<file path="config.mk">
export PLATFORM = sky130hd
export DESIGN_NAME = callseq_core
export DESIGN_NICKNAME = d
export VERILOG_FILES = /design/src/rtl/callseq_pkg.sv /design/src/rtl/callseq_tstep.sv /design/src/rtl/callseq_ucode.sv /design/src/rtl/callseq_dpath.sv /design/src/rtl/callseq_core.sv
export SDC_FILE = /design/constraint.sdc
export NUM_CORES = 1
export LEC_CHECK = 0
export BUFFER_PORTS_ARGS = -buffer_cell sky130_fd_sc_hd__buf_2
export CORE_MARGIN = 2
export CORE_UTILIZATION = 44
export DETAILED_ROUTE_END_ITERATION = 6
export MAX_ROUTING_LAYER = met4
export PLACE_DENSITY = 0.66
export SLEW_MARGIN = 20
export SYNTH_ARGS = -nofsm -noshare
export SYNTH_HDL_FRONTEND = slang
export SYNTH_HIERARCHICAL = 1
export SYNTH_SLANG_ARGS = --single-unit
</file>
<file path="constraint.sdc">
create_clock -name clk -period 7.7 [get_ports clk]
set_clock_uncertainty 0.2 [all_clocks]
set_input_delay 0.385 -clock clk [delete_from_list [all_inputs] [get_ports clk]]
set_output_delay 0.385 -clock clk [all_outputs]
set_load 0.02 [all_outputs]
</file>
<file path="src/rtl/callseq_pkg.sv">
package callseq_pkg;
   localparam logic [7:0] OP_NOP  = 8'h00;
   localparam logic [7:0] OP_JMP  = 8'hC3;
   localparam logic [7:0] OP_CALL = 8'hCD;
   localparam logic [7:0] OP_RET  = 8'hC9;

   typedef enum logic {AS_PC = 1'b0, AS_SAVE = 1'b1} asel_e;

   typedef struct packed {
      asel_e addr_sel;    // program counter or fixed save cell
      logic  lane;        // byte lane for save cell, holding reg, pc byte
      logic  pc_inc;
      logic  ir_ld;
      logic  tmp_ld;
      logic  pc_byte_ld;
      logic  pc_from_tmp;
      logic  mem_wr;
      logic  last;
   } uword_t;
endpackage

</file>
<file path="src/rtl/callseq_tstep.sv">
module callseq_tstep #(
   parameter int TW = 5
) (
   input  logic          clk,
   input  logic          rst_n,
   input  logic          last,
   output logic [TW-1:0] tstate
);
   always_ff @(posedge clk or negedge rst_n) begin
      if (!rst_n)    tstate <= '0;
      else if (last) tstate <= '0;
      else           tstate <= tstate + TW'(1);
   end
endmodule

</file>
<file path="src/rtl/callseq_ucode.sv">
module callseq_ucode
   import callseq_pkg::*;
#(
   parameter int TW          = 5,
   parameter int CALL_STATES = 18
) (
   input  logic [TW-1:0] tstate,
   input  logic [7:0]    opcode,
   output uword_t        uw
);
   int unsigned ts;
   assign ts = int'(tstate);

   always_comb begin
      uw = '0;
      if (ts == 0) begin
         uw.pc_inc = 1'b1;                 // opcode read at PC
      end else if (ts == 1) begin
         uw.ir_ld = 1'b1;                  // opcode byte arrives
      end else begin
         case (opcode)
            OP_JMP, OP_CALL: begin
               case (ts)
                  2, 4: uw.pc_inc = 1'b1;  // operand address out
                  3:    uw.tmp_ld = 1'b1;
                  5: begin
                     uw.tmp_ld = 1'b1;
                     uw.lane   = 1'b1;
                  end
                  default: ;
               endcase
               if (opcode == OP_JMP && ts == 6) begin
                  uw.pc_from_tmp = 1'b1;
                  uw.last        = 1'b1;
               end
               if (opcode == OP_CALL) begin
                  if (ts == 6 || ts == 7) begin
                     uw.addr_sel = AS_SAVE;
                     uw.mem_wr   = 1'b1;
                     uw.lane     = (ts == 7);
                  end
                  if (ts == CALL_STATES - 1) begin
                     uw.pc_from_tmp = 1'b1;
                     uw.last        = 1'b1;
                  end
               end
            end
            OP_RET: begin
               case (ts)
                  2: uw.addr_sel = AS_SAVE;
                  3: uw.pc_byte_ld = 1'b1;
                  4: begin
                     uw.addr_sel = AS_SAVE;
                     uw.lane     = 1'b1;
                  end
                  5: begin
                     uw.pc_byte_ld = 1'b1;
                     uw.lane       = 1'b1;
                     uw.last       = 1'b1;
                  end
                  default: ;
               endcase
            end
            default: begin                 // no-operation and undefined codes
               if (ts == 3) uw.last = 1'b1;
            end
         endcase
      end
   end
endmodule

</file>
<file path="src/rtl/callseq_dpath.sv">
module callseq_dpath
   import callseq_pkg::*;
#(
   parameter int AW = 16,
   parameter int DW = 8
) (
   input  logic          clk,
   input  logic          rst_n,
   input  uword_t        uw,
   input  logic [DW-1:0] rdata,
   output logic [AW-1:0] addr,
   output logic [DW-1:0] wdata,
   output logic          we,
   output logic [7:0]    opcode
);
   localparam int NB = AW / DW;
   localparam logic [AW-1:0] SAVE_BASE = ~AW'(NB - 1);

   logic [NB-1:0][DW-1:0] pc_q;
   logic [NB-1:0][DW-1:0] tmp_q;
   logic [DW-1:0]         ir_q;

   for (genvar b = 0; b < NB; b++) begin : g_tmp_lane
      always_ff @(posedge clk or negedge rst_n) begin
         if (!rst_n)
            tmp_q[b] <= '0;
         else if (uw.tmp_ld && int'(uw.lane) == b)
            tmp_q[b] <= rdata;
      end
   end

   always_ff @(posedge clk or negedge rst_n) begin
      if (!rst_n) begin
         pc_q <= '0;
         ir_q <= '0;
      end else begin
         if (uw.ir_ld) ir_q <= rdata;
         if (uw.pc_from_tmp)     pc_q <= tmp_q;
         else if (uw.pc_byte_ld) pc_q[uw.lane] <= rdata;
         else if (uw.pc_inc)     pc_q <= pc_q + AW'(1);
      end
   end

   assign addr   = (uw.addr_sel == AS_SAVE) ? (SAVE_BASE | AW'(uw.lane)) : pc_q;
   assign wdata  = pc_q[uw.lane];
   assign we     = uw.mem_wr;
   assign opcode = ir_q[7:0];
endmodule

</file>
<file path="src/rtl/callseq_core.sv">
module callseq_core
   import callseq_pkg::*;
#(
   parameter int AW          = 16,
   parameter int DW          = 8,
   parameter int TW          = 5,
   parameter int CALL_STATES = 18
) (
   input  logic          clk,
   input  logic          rst_n,
   output logic [AW-1:0] mem_addr,
   output logic [DW-1:0] mem_wdata,
   output logic          mem_we,
   input  logic [DW-1:0] mem_rdata,
   output logic          fetch_o
);
   if (AW != 2 * DW) begin : g_bad_width
      $error("callseq_core: address width must be twice the data width");
   end
   if (DW < 8) begin : g_bad_dw
      $error("callseq_core: data width must hold an opcode");
   end
   if (CALL_STATES < 9 || CALL_STATES > (1 << TW)) begin : g_bad_call
      $error("callseq_core: CALL_STATES out of range for TW");
   end

   logic [TW-1:0] tstate;
   logic [7:0]    opcode;
   uword_t        uw;

   callseq_tstep #(.TW(TW)) u_tstep (
      .clk    (clk),
      .rst_n  (rst_n),
      .last   (uw.last),
      .tstate (tstate)
   );

   callseq_ucode #(.TW(TW), .CALL_STATES(CALL_STATES)) u_ucode (
      .tstate (tstate),
      .opcode (opcode),
      .uw     (uw)
   );

   callseq_dpath #(.AW(AW), .DW(DW)) u_dpath (
      .clk    (clk),
      .rst_n  (rst_n),
      .uw     (uw),
      .rdata  (mem_rdata),
      .addr   (mem_addr),
      .wdata  (mem_wdata),
      .we     (mem_we),
      .opcode (opcode)
   );

   assign fetch_o = (tstate == '0);
endmodule

</file>
Word level (Yosys, flattened, before mapping)
Cells that the tools add are included.
{"block": "op_classes", "mul": 0, "eq_ne": 11, "n_bitwise": 1, "div": 0, "n_mux": 33, "n_reduce_logical": 12, "addsub": 2, "shift": 0, "order_cmp": 2}
{"operator": "$mux 16", "n": 4}
{"operator": "$logic_not 32->1", "n": 1}
{"operator": "$eq 8x8->1 const B", "n": 3}
{"operator": "$mux 8", "n": 3}
{"operator": "$eq 5x3->1 const B", "n": 4}
{"operator": "$add 16x1->16 const B", "n": 1}
{"operator": "$bwmux 16", "n": 1}
{"operator": "$mux 1", "n": 13}
{"operator": "$eq 5x2->1 const B", "n": 2}
{"operator": "$mux 5", "n": 2}
{"operator": "$demux 8 s1", "n": 1}
{"operator": "$mux 2", "n": 4}
{"operator": "$reduce_or 2->1", "n": 4}
{"operator": "$mux 3", "n": 2}
{"operator": "$mux 6", "n": 1}
{"operator": "$add 5x1->5 const B", "n": 1}
{"operator": "$eq 5x1->1 const B", "n": 1}
{"operator": "$eq 5x5->1 const B", "n": 1}
{"operator": "$logic_not 5->1", "n": 1}
{"operator": "$logic_and 1x1->1", "n": 4}
{"operator": "$pmux 2 s2", "n": 1}
{"operator": "$reduce_bool 3->1", "n": 1}
{"operator": "$lt 1x2->1 const B", "n": 1}
{"operator": "$pmux 1 s2", "n": 1}
{"operator": "3 further kinds", "n": 3}
{"block": "totals", "ram_bits": 0, "rom_bits": 0, "latch_bits": 0, "in_bits": 10, "n_memories": 0, "output_inout_bits": 26, "register_bits": 45}

Depth between registers and ports, before layout
{"block": "logic_depth", "depth_word": 14, "mapped_depth": 12, "mapped_depth_nobuf": 8}

By module
The synthesis kept the hierarchy.
{"mod": "callseq_dpath", "area_each_um2": 2477.4, "cells_each": 238, "instances": 1, "seq_area_each_um2": 1001.0}
{"mod": "callseq_ucode", "area_each_um2": 304.0, "cells_each": 44, "instances": 1, "seq_area_each_um2": 0.0}
{"mod": "callseq_tstep", "area_each_um2": 220.2, "cells_each": 18, "instances": 1, "seq_area_each_um2": 125.1}
{"mod": "callseq_core", "area_each_um2": 11.3, "cells_each": 2, "instances": 1, "seq_area_each_um2": 0.0}

Least setup slack after synthesis
No wires, ideal clock.
{"block": "synth_timing", "kind": "register to output", "start": "reg u_tstep.tstate[1]", "end": "out mem_addr[0]", "arrival_ps": 2094, "path_stages_with_launch": 6, "slack_ps": 5021, "path_cell_list": "dfrtp_1 -> buf_4 -> xor2_1 -> nand2_1 -> a2111oi_0 -> mux2_2"}
{"element": "from (decl)", "line": "callseq_tstep.sv:7", "source": "output logic [TW-1:0] tstate"}
{"element": "from (signal assigned)", "line": "callseq_tstep.sv:12", "source": "else tstate <= tstate + TW'(1);"}
{"element": "to (decl)", "line": "callseq_core.sv:11", "source": "output logic [AW-1:0] mem_addr,"}

==> impl_metrics.env <==
export IMPL_clockRootBuffer="clkbuf_8"
export IMPL_vias_in_the_first_global_route=2159
export IMPL_synth_cell_type_count=68
export IMPL_yosysSeqAreaShare_pct=37.38
export IMPL_critical_setup_path_class="reg -> out"
export IMPL_tritoncts="yes"
export IMPL_rows=30
export IMPL_grt_start_max_net_pins=46
export IMPL_core_area_um2=6719
export IMPL_die_area_um2=7526
export IMPL_multi_input_area_um2=1737
export IMPL_synth_edff_count=0
export IMPL_drt_iter0_markers=201
export IMPL_synth_largest_area_cell="dfrtp_1"
export IMPL_finalWorstSetupSlack_ns=4.756
export IMPL_layout_cells_most_common_list="dfrtp_1 (45), buf_2 (34), mux2_2 (31)"
export IMPL_worst_pin_slew_ns=0.7100
export IMPL_cts_buffers_inserted=5
export IMPL_placed_wire_length_estimate_after_detailed_placement_mm=4.979
export IMPL_drt_wl_cell_um=17.74
export IMPL_ios=36
export IMPL_fin_setup_tns_ns=0
export IMPL_totalPowerFinal_uw=734.3
export IMPL_p_per_area_nw_per_um2=223.7
export IMPL_finalHoldViolCount=0
export IMPL_worst_endpoint_arrival_ns=2.36
export IMPL_cts_num_sinks=45
export IMPL_ys_async_sr_fraction_pct=100.0
export IMPL_worstSetupStartpointType="register"
export IMPL_starting_density_of_the_core_pct=44.84
export IMPL_layout_nets=338
export IMPL_synth_cells=302
export IMPL_route_antenna_remaining_nets=0
export IMPL_clock_period_minus_worst_slack_ns=2.944
export IMPL_synth_main_ff_cell="dfrtp_1"
export IMPL_placement_io_buffers=35
export IMPL_netlist_area_um2=3013
export IMPL_die_height_um=86.75
export IMPL_die_width_um=86.75
export IMPL_ys_warn_count=6
export IMPL_critPathRequiredTime_ns=7.11
export IMPL_cts_htree_levels=2
export IMPL_slew_headroom_pct=52.51
export IMPL_dpl_cell_area_um2=3168
export IMPL_fill_cells=625
export IMPL_global_route_wire_length_before_repair_mm=11.50
export IMPL_synth_seq_cells=45
export IMPL_number_of_remaining_drc_errors=0
export IMPL_rsz0062_at_grt="false"
export IMPL_stdcell_area_um2=3283
export IMPL_place_ws_ns=4.745
export IMPL_holdCritPathClass="in -> reg"
export IMPL_post_cts_resized_instances=0
export IMPL_dr_total_vias=2497
export IMPL_clock_latency_ns=0.32
export IMPL_static_leakage_power_uw=0.001349
export IMPL_ir_worst_vdd_uv=124.1
export IMPL_clock_path_buffers=2
export IMPL_maxCapViolCount=0
export IMPL_cp_max_fo=16
export IMPL_final_max_slew_viol_count=0
export IMPL_syn_to_final_growth_pct=8.970
export IMPL_final_layout_size_suffix_gt1_share_pct=37.61
export IMPL_antenna_found_initial=0
export IMPL_portion_of_the_clock_cycle_consumed_by_the_worst_path_in_the_final_layout_pct=38.23
export IMPL_synthTopCellsByArea="dfrtp_1 (37%), mux2_2 (12%), or2_2 (3.1%), nor2_1 (2.6%), buf_6 (2.2%)"
export IMPL_post_synth_top_area_fraction_pct=37.38
export IMPL_timing_limited_maximum_frequency_mhz=339.7
export IMPL_regArea_um2=1126
export IMPL_gp_routability_congestion=0.8569
export IMPL_grt_total_usage_pct=20.32
export IMPL_detailedRoute_firstPassIterationCount=5
export IMPL_end_kind="output port"
export IMPL_vias_per_cell=6.135
export IMPL_mostFrequentLayoutCell="dfrtp_1"
export IMPL_postCtsSetupRepairBufs=0
export IMPL_overflow=0
export IMPL_whs_ns=0.1684
export IMPL_timing_final_setup_violations=0
export IMPL_syn_avg_cell_area_um2=9.976
export IMPL_outcome="finished, final reports clean"
export IMPL_totalWireLength_mm=7.221
export IMPL_clk_transition_reported_paths_ns=0.10
export IMPL_synth_fp_nets=314
export IMPL_antenna_diode_count=0
[kinds of logic (layout without fill, tap and decap cells)]
family	Yosys count	count (layout)	share of synthesized area [%]
AOI/OAI and AO/OA	72	72	17.94
xor gates and xnor gates	3	3	0.8723
adders and majority gates	3	3	1.204
buffers and inverters	25	50	5.731
DFF	45	45	37.38
muxes	36	36	13.66
and+or+nand+nor	118	118	23.21
[worst paths after layout]
path                                         from           endpoint  slack (ns)  cells after the start
worst max-delay path            u_tstep/tstate[1]        mem_addr[0]        4.76                      6
worst min-delay path                 mem_rdata[3]  u_dpath/tmp_q[11]        0.17                      2
worst max register to register  u_tstep/tstate[0]    u_dpath/pc_q[6]        4.77                      8
worst min register to register   u_dpath/tmp_q[5]   u_dpath/tmp_q[5]        0.31                      1
max in group asynchronous                   rst_n  u_dpath/opcode[0]        6.50                      2
min in group asynchronous                   rst_n   u_dpath/pc_q[15]        0.40                      2
[power breakdown]
part	leakage (µW)	total [µW]	internal, µW	switching [µW]
Sequential	0.000529	338	272	66.4
Combinational	0.000771	234	111	122
Clock	0.0000495	163	67.6	95.0
Total	0.00135	734	451	283
[layer usage]
layer	up-vias	wire [µm]	GRT usage, %
met3	12	442	3.524
li1	1172	-	-
met1	1203	3428	29.07
met4	0	124	5.682
met5	-	0	-
met2	110	3225	29.72
[worst max-delay path: stages, from the launching register on]
cell and delay [ns]:
dfrtp_1 0.59, xor2_1 0.25, nand2_1 0.09, a2111oi_2 0.36, buf_4 0.25, mux2_2 0.34, buf_2 0.16
[cells in the mapped netlist, drive strengths merged, types with 2 or more instances]
cell type / instances
dfrtp: 45
mux2: 35
o21ai: 25
buf: 21
nor2: 21
nand2: 18
or2: 16
nand3: 14
nor2b: 10
a21oi: 9
nand4: 7
nor3: 7
a31oi: 6
a221oi: 5
a211oi: 4
and3: 4
o31ai: 4
and4: 3
nand2b: 3
nor3b: 3
nor4: 3
o2bb2ai: 3
a22o: 2
a41oi: 2
and2: 2
clkbuf: 2
ha: 2
inv: 2
o211ai: 2
o221a: 2
xor2: 2
[state kept, by name, indices dropped and copies added, names as in the netlist]
signal,flops
u_tstep/tstate,5
u_dpath/tmp_q,16
u_dpath/pc_q,16
u_dpath/opcode,8
[layout make-up]
| class | instances | area share (%) |
|---|---|---|
| Clock inverter | 3 | 0.8003 |
| Clock buffer | 5 | 2.096 |
| Multi-Input combinational cell | 232 | 52.90 |
| Timing Repair Buffer | 40 | 6.631 |
| Inverter | 2 | 0.2287 |
| Tap cell | 80 | 3.049 |
| Sequential cell | 45 | 34.30 |
[metrics by stage]
step	std cells	utilization, %
finish	407	48.86
global route	407	48.86
CTS	406	48.57
detailed placement	398	47.15
global placement	398	47.15
floorplan	302	-
[what timing repair did]
action,4_1_cts,5_1_grt
hold buffers,0,1
setup endpoints to repair,0,0
hold endpoints to repair,0,45
Note: power is estimated with default switching activity, not from simulation.
